File: config.mk
export PLATFORM = sky130hd
export DESIGN_NAME = int_alu
export DESIGN_NICKNAME = d
export VERILOG_FILES = /design/src/rtl/alu_pkg.sv /design/src/rtl/alu_ctrl.sv /design/src/rtl/alu_datapath.sv /design/src/rtl/int_alu.sv
export SDC_FILE = /design/constraint.sdc
export NUM_CORES = 1
export LEC_CHECK = 0
export BUFFER_PORTS_ARGS = -buffer_cell sky130_fd_sc_hd__buf_4
export CAP_MARGIN = 20
export CORE_MARGIN = 2
export CORE_UTILIZATION = 50
export DETAILED_ROUTE_END_ITERATION = 12
export PLACE_DENSITY = 0.8
export SYNTH_ARGS = -nofsm -noshare
export SYNTH_HDL_FRONTEND = slang
export SYNTH_HIERARCHICAL = 1
export SYNTH_SLANG_ARGS = --single-unit
File: constraint.sdc
create_clock -name vclk -period 7.2
set_input_delay 0.36 -clock vclk [all_inputs]
set_output_delay 0.36 -clock vclk [all_outputs]
set_load 0.01 [all_outputs]
File: src/rtl/alu_pkg.sv
package alu_pkg;

  typedef enum logic [3:0] {
    FN_ADD = 4'h0, FN_SUB = 4'h1, FN_LTU = 4'h2, FN_LTS = 4'h3,
    FN_AND = 4'h4, FN_OR  = 4'h5, FN_XOR = 4'h6, FN_NOR = 4'h7,
    FN_SHL = 4'h8, FN_SHR = 4'h9, FN_SRA = 4'hA, FN_SXB = 4'hB,
    FN_SXH = 4'hC
  } aluFunc_e;

  // One-hot strobes from control to datapath (all zero when illegal)
  typedef struct packed {
    logic doAdd;
    logic doSub;
    logic doLtu;
    logic doLts;
    logic doAnd;
    logic doOr;
    logic doXor;
    logic doNor;
    logic doShl;
    logic doShr;
    logic doSra;
    logic doSxb;
    logic doSxh;
  } aluStrobe_t;

endpackage

File: src/rtl/alu_ctrl.sv
module alu_ctrl
  import alu_pkg::*;
(
  input  logic [3:0]  funcCode,
  input  logic        immMode,
  output aluStrobe_t  strobes,
  output logic        badFunc
);

  logic legalReg;
  logic legalImm;

  always_comb begin
    strobes = '0;
    case (funcCode)
      FN_ADD: strobes.doAdd = 1'b1;
      FN_SUB: strobes.doSub = 1'b1;
      FN_LTU: strobes.doLtu = 1'b1;
      FN_LTS: strobes.doLts = 1'b1;
      FN_AND: strobes.doAnd = 1'b1;
      FN_OR:  strobes.doOr  = 1'b1;
      FN_XOR: strobes.doXor = 1'b1;
      FN_NOR: strobes.doNor = 1'b1;
      FN_SHL: strobes.doShl = 1'b1;
      FN_SHR: strobes.doShr = 1'b1;
      FN_SRA: strobes.doSra = 1'b1;
      FN_SXB: strobes.doSxb = 1'b1;
      FN_SXH: strobes.doSxh = 1'b1;
      default: strobes = '0;
    endcase
    legalReg = (funcCode <= FN_SXH);
    legalImm = (funcCode >= FN_LTU) && (funcCode <= FN_SRA);
    if (immMode ? !legalImm : !legalReg) strobes = '0;
    badFunc = (strobes == '0);
  end

  // at most one operation selected; invalid means none
  always_comb begin
    a_r6_onehot_strobes: assert ($onehot0(strobes))
      else $error("strobes not one-hot");
  end

  // immediate mode never selects add, subtract or sign extension
  always_comb begin
    a_r7_imm_restrict: assert (!immMode ||
        !(strobes.doAdd || strobes.doSub || strobes.doSxb || strobes.doSxh))
      else $error("illegal immediate operation selected");
  end

endmodule

File: src/rtl/alu_datapath.sv
module alu_datapath
  import alu_pkg::*;
#(
  parameter int WIDTH = 32
) (
  input  logic [WIDTH-1:0] opA,
  input  logic [WIDTH-1:0] opB,
  input  aluStrobe_t       strobes,
  output logic [WIDTH-1:0] result,
  output logic             isEqual
);

  localparam int SHW = $clog2(WIDTH);

  logic [WIDTH-1:0] sumVal;
  logic [WIDTH:0]   diffExt;
  logic [WIDTH-1:0] diffVal;
  logic             borrow;
  logic             ltsBit;
  logic [SHW-1:0]   shamt;
  logic [WIDTH-1:0] shlVal, shrVal, sraVal, sxbVal, sxhVal;

  assign sumVal  = opA + opB;
  assign diffExt = {1'b0, opA} + {1'b0, ~opB} + {{WIDTH{1'b0}}, 1'b1};
  assign diffVal = diffExt[WIDTH-1:0];
  assign borrow  = ~diffExt[WIDTH];
  // Signs differ: negative operand is smaller; otherwise the difference sign decides
  assign ltsBit  = (opA[WIDTH-1] ^ opB[WIDTH-1]) ? opA[WIDTH-1] : diffVal[WIDTH-1];
  assign shamt   = opB[SHW-1:0];
  assign shlVal  = opA << shamt;
  assign shrVal  = opA >> shamt;
  assign sraVal  = $unsigned($signed(opA) >>> shamt);
  assign sxbVal  = {{(WIDTH-8){opA[7]}}, opA[7:0]};

  generate
    if (WIDTH > 16) begin : g_sxhExt
      assign sxhVal = {{(WIDTH-16){opA[15]}}, opA[15:0]};
    end else begin : g_sxhPass
      assign sxhVal = opA;
    end
  endgenerate

  always_comb begin
    result = ({WIDTH{strobes.doAdd}} & sumVal)
           | ({WIDTH{strobes.doSub}} & diffVal)
           | ({WIDTH{strobes.doLtu}} & {{(WIDTH-1){1'b0}}, borrow})
           | ({WIDTH{strobes.doLts}} & {{(WIDTH-1){1'b0}}, ltsBit})
           | ({WIDTH{strobes.doAnd}} & (opA & opB))
           | ({WIDTH{strobes.doOr}}  & (opA | opB))
           | ({WIDTH{strobes.doXor}} & (opA ^ opB))
           | ({WIDTH{strobes.doNor}} & ~(opA | opB))
           | ({WIDTH{strobes.doShl}} & shlVal)
           | ({WIDTH{strobes.doShr}} & shrVal)
           | ({WIDTH{strobes.doSra}} & sraVal)
           | ({WIDTH{strobes.doSxb}} & sxbVal)
           | ({WIDTH{strobes.doSxh}} & sxhVal);
  end

  assign isEqual = (opA == opB);

  // compare results are boolean
  always_comb begin
    a_r2_lt_boolean: assert (!(strobes.doLtu || strobes.doLts) || (result[WIDTH-1:1] == '0))
      else $error("compare result not 0/1");
  end

  // no strobe means a zero result
  always_comb begin
    a_r6_invalid_zero: assert (strobes != '0 || result == '0)
      else $error("invalid function produced nonzero result");
  end

  // equality agrees with the subtractor
  always_comb begin
    a_r8_eq_diff: assert (isEqual == (diffVal == '0))
      else $error("equality disagrees with difference");
  end

endmodule

File: src/rtl/int_alu.sv
module int_alu
  import alu_pkg::*;
#(
  parameter int WIDTH = 32
) (
  input  logic [WIDTH-1:0] opA,
  input  logic [WIDTH-1:0] opB,
  input  logic [3:0]       funcCode,
  input  logic             immMode,
  output logic [WIDTH-1:0] result,
  output logic             isEqual,
  output logic             badFunc
);

  aluStrobe_t strobes;

  alu_ctrl u_ctrl (
    .funcCode (funcCode),
    .immMode  (immMode),
    .strobes  (strobes),
    .badFunc  (badFunc)
  );

  alu_datapath #(.WIDTH(WIDTH)) u_dp (
    .opA     (opA),
    .opB     (opB),
    .strobes (strobes),
    .result  (result),
    .isEqual (isEqual)
  );

endmodule

# Yosys cells after proc, flatten, opt, wreduce, memory -nomap -nowiden
# Index checks and enable logic that the tools add are counted.
# totals
output_inout_bits	34
in_bits	69
regBits	0
wordCells	75
# classes
n_bitwise	32
reduce_logical	5
order_cmp	3
add_sub_neg	3
eq_ne	13
muxes	16
shifts	3
# op_table
cell	n
OR 32 bit	13
AND 32 bit	12
AND 32 x 1 -> 32 bit	2
inverter 32 bit	2
adder 32 x 32 -> 33 bit	1
adder 33 x 1 -> 33 bit (second input constant)	1
adder 32 bit	1
== test 32 bit	1
left shift 32 x 5 -> 32 bit	1
right shift 32 x 5 -> 32 bit	1
>>> shifter 32 x 5 -> 32 bit	1
XOR 32 bit	1
== test 4 bit (second input constant)	5
== test 4 x 3 -> 1 bit (second input constant)	4
two-way mux 1 bit	15
zero test 13 bit	1
two-way mux 13 bit	1
== test 4 x 2 -> 1 bit (second input constant)	2
<= comparator 4 bit (second input constant)	2
== test 4 x 1 -> 1 bit (second input constant)	1
greater-or-equal comparator 4 x 2 -> 1 bit (second input constant)	1
zero test 4 bit	1
zero test 1 bit	2
logical AND 1 bit	1
other kinds (2)	2

# Longest topological paths before layout
# logic_depth
ltp_word	18
depth_mapped	20
mapped_depth_nobuf	17

# Modules after synthesis
# Netlist, hierarchy kept.
# by_module_without_submodules
mod	seq_area_each_um2	instances	cells_each	area_per_inst_um2
alu_datapath	0.0	1	1247	9018.6
alu_ctrl	0.0	1	27	146.4

# Worst setup path before layout
# OpenSTA, ideal clock, no wires.
# synth_path
path_type	input to output
from	in opB[2]
to	out result[31]
arrival_ps	4622
setup_slack_ps	2218
t_required_ps	6840
cell_stages	19
path_buffers	4
path_cell_list	buf_2 -> inv_2 -> buf_1 -> clkbuf_1 -> ha_1 -> buf_6 -> or4_4 -> a21boi_4 -> o32ai_4 -> o31ai_4 -> a21oi_2 -> o31a_1 -> o21bai_1 -> a21bo_1 -> fa_1 -> a22oi_1 -> o2111ai_1 -> a2111oi_0 -> o21ai_0
# synth_via
elab_chain_cells	16
word_cells_on_any_way	24
classes_between	add/sub (3); shift (3); bitwise (18)
# synth_lines
element	line_no	source
start: declaration	int_alu.sv:7	input logic [WIDTH-1:0] opB,
inverter 32 bit	alu_datapath.sv:24	assign diffExt = {1'b0, opA} + {1'b0, ~opB} + {{WIDTH{1'b0}}, 1'b1};
adder 32 x 32 -> 33 bit	alu_datapath.sv:24	
adder 33 x 1 -> 33 bit	alu_datapath.sv:24	
AND 32 bit	alu_datapath.sv:45	| ({WIDTH{strobes.doSub}} & diffVal)
OR 32 bit	alu_datapath.sv:45	
OR 32 bit	alu_datapath.sv:46	| ({WIDTH{strobes.doLtu}} & {{(WIDTH-1){1'b0}}, borrow})
OR 32 bit	alu_datapath.sv:47	| ({WIDTH{strobes.doLts}} & {{(WIDTH-1){1'b0}}, ltsBit})
OR 32 bit	alu_datapath.sv:48	| ({WIDTH{strobes.doAnd}} & (opA & opB))
OR 32 bit	alu_datapath.sv:49	| ({WIDTH{strobes.doOr}} & (opA | opB))
OR 32 bit	alu_datapath.sv:50	| ({WIDTH{strobes.doXor}} & (opA ^ opB))
OR 32 bit	alu_datapath.sv:51	| ({WIDTH{strobes.doNor}} & ~(opA | opB))
OR 32 bit	alu_datapath.sv:52	| ({WIDTH{strobes.doShl}} & shlVal)
OR 32 bit	alu_datapath.sv:53	| ({WIDTH{strobes.doShr}} & shrVal)
OR 32 bit (*)	alu_datapath.sv:54	| ({WIDTH{strobes.doSra}} & sraVal)
OR 32 bit (*)	alu_datapath.sv:55	| ({WIDTH{strobes.doSxb}} & sxbVal)
OR 32 bit (*)	alu_datapath.sv:56	| ({WIDTH{strobes.doSxh}} & sxhVal);
end: declaration	int_alu.sv:10	output logic [WIDTH-1:0] result,
# Mark *: on every way between the ends. The rest lies on a longest branch, timed or not.

# Worst setup path after layout
# layout_path
from	in opB[4]
to	out result[31]
# Same word-level chain as after synthesis.

==> results.yml <==
synthesis:
  syn-cell-area_um2: 9165
  synthTopCellsByCount: "145 x nor2_1, 102 x a21oi_1, 98 x ha_1"
  netlist.area_leader.share_pct: 14.99
  syn_avg_cell_area_um2: 7.194
  ys_warn_count: 6
  synth.distinct_cells: 89
  synth.largest_area_cell: "mux4_2"
  yosys-top-cells-area: "mux4_2 15%, ha_1 13%, mux2i_1 6.1%, nor2_1 5.9%, a21oi_1 5.6%"
  syn-num-nets: 1444
  synth_cells: 1274
  synth_most_common_cell: "nor2_1"
  seq_area_frac_synth_pct: 0
clocking:
  postCtsHoldBufs: 0
  post-cts-setup-buffer-count: 0
  postCtsResizedCells: 0
die:
  start_util_pct: 51.02
  core-area_um2: 17960
  die_w_um: 139.4
  fp.dieH_um: 139.4
  boundaryPins: 103
  die-area_um2: 19430
  num_rows: 49
cells_and_area:
  drive_gt1_share_pct: 18.39
  instances_no_fill: 1518
  seq_cells: 0
  num-nets-final: 1461
  register_area_um2: 0
  nClkBuffers: 0
  diodes: 0
  areaGrowthSynthToFinish_pct: 8.137
timing:
  tightest_slew_ps: 1034
  slew_violations: 0
  setup_ws_ps: 1460
  fin_tns_setup_ps: 0
  hold_viol: 0
  max_slew_margin_pct: 30.66
  rsz0062_at_grt: "false"
  finalCritPeriodShare_pct: 79.72
  max_freq_mhz: 174.2
  finalCriticalPeriod_ps: 5740
  setup_viol: 0
power_and_ir_drop:
  leakage_nw: 4.186
  peakVddDrop_mv: 0.04257
  powerDensity_nw_per_um2: 83.04
critical_path:
  critPathBufInv: 3
  crit_type: "in -> out"
  slowest_delay_ps: 610
  arrival_ps: 5380
  cp.required_ps: 6840
  end_kind: "primary output"
  crit_top_cell: "buf_4"
  critical_path.max_fanout: 63
  cp_top_family: "compound AO/OA/AOI/OAI gates"
  crit_slowest_cell: "ha_1"
  path_cells: "buf_4, inv_1, ha_1, nor2_1, a211oi_2, a21boi_4, o32ai_4, o31ai_4, a21oi_2, o31a_1, o21bai_1, a21bo_1, fa_1, a22oi_1, o2111ai_1, a2111oi_0, o21ai_0, buf_4"
  crit_path_start_kind: "primary input"
place:
  gp_congestion: 1.054
  dp_cells: 1518
  preCtsSetupSlack_ps: 1569
  port_buffers: 103
  dp_hpwl_um: 30040
grt:
  grt.overflow.total: 0
  grt_pass1_wl_um: 59950
  antenna_found_initial: 3
  grt.total_usage_pct: 38.98
  first_global_vias: 9924
  grt_max_degree: 79
routing:
  finalWirelength_um: 40150
  drc_errors: 0
  ant_nets: 0
  routed_via_density: 7.412
  vias: 11251
  wl_per_cell_um: 26.45
  detail_route.first_pass.iterations: 9
  first_iter_violations: 1904
worst_hold_path:
  min_path_type: "in -> out"
run:
  drv_cap: 0
status:
  outcome: "complete, no violations"
-- through the flow --
stage / hold slack (ps) / power, W / util, % / area [µm²]
floorplan: 874.2 / 0.0005262 / - / 9165
global placement: 1107 / 0.0007784 / 55.17 / 9911
detailed placement: 1116 / 0.0007847 / 55.17 / 9911
CTS: 1120 / 0.0007897 / 55.17 / 9911
global route: 1145 / 0.0008685 / 55.17 / 9911
finish: 1120 / 0.0008230 / 55.17 / 9911
-- logic make-up after synthesis --
| group | synth area share [%] |
|---|---|
| and+or+nand+nor | 18.83 |
| AOI/OAI and AO/OA | 33.65 |
| xor gates and xnor gates | 1.529 |
| adders and majority gates | 14.03 |
| muxes | 22.58 |
| buffers and inverters | 9.379 |
-- final cells by class --
cell class,instances,area [µm²]
fillers,1801,8053
repair buffers,120,900.9
multi-input cells,1067,8341
inverters,102,382.9
well taps,229,286.5
-- report_power, final --
group	internal (W)	total, W	switching, W	leakage, nW
combinational	0.000315	0.000823	0.000508	4.19
clock	0	0	0	0
sequential	0	0	0	0
-- metal layers --
metal	vias to the layer above	GRT usage [%]	routed length [µm]
met2	964	58.02	17010
met1	5309	55.52	15630
met4	6	12.12	1590
li1	4837	-	-
met5	-	0	43
met3	135	9.601	5868
-- final timing paths --
kind,slack [ps],cells past startpoint,endpoint,start
min,1120,3,badFunc,funcCode[3]
max,1460,18,result[31],opB[4]
-- cells in the final DEF, fill, tap and decap left out, types with 5 or more instances in the layout --
cell type and count:
a211oi_1 12, a21o_1 10, a21oi_1 102, a221o_1 11, a221oi_1 25, a22oi_1 23, a31oi_1 16, buf_4 120
ha_1 98, inv_1 96, mux2_2 12, mux2i_1 56, mux4_2 61, nand2_1 95, nand2b_1 17, nand3_1 25
nand4_1 18, nor2_1 142, nor2b_1 11, nor3_1 30, nor4_1 6, o2111ai_1 11, o211ai_1 10, o21a_1 9
o21ai_0 85, o21ai_1 6, o21bai_1 12, o221a_2 6, o221ai_1 8, o22ai_1 14, o311ai_0 7, o31ai_1 16
or2_2 5, or3_1 10, xnor2_1 15
-- worst min-delay path, cell delays in order --
cell and delay [ps]:
buf_4 140, a32o_1 140, buf_4 120
Note: power is estimated with default switching activity, not from simulation.
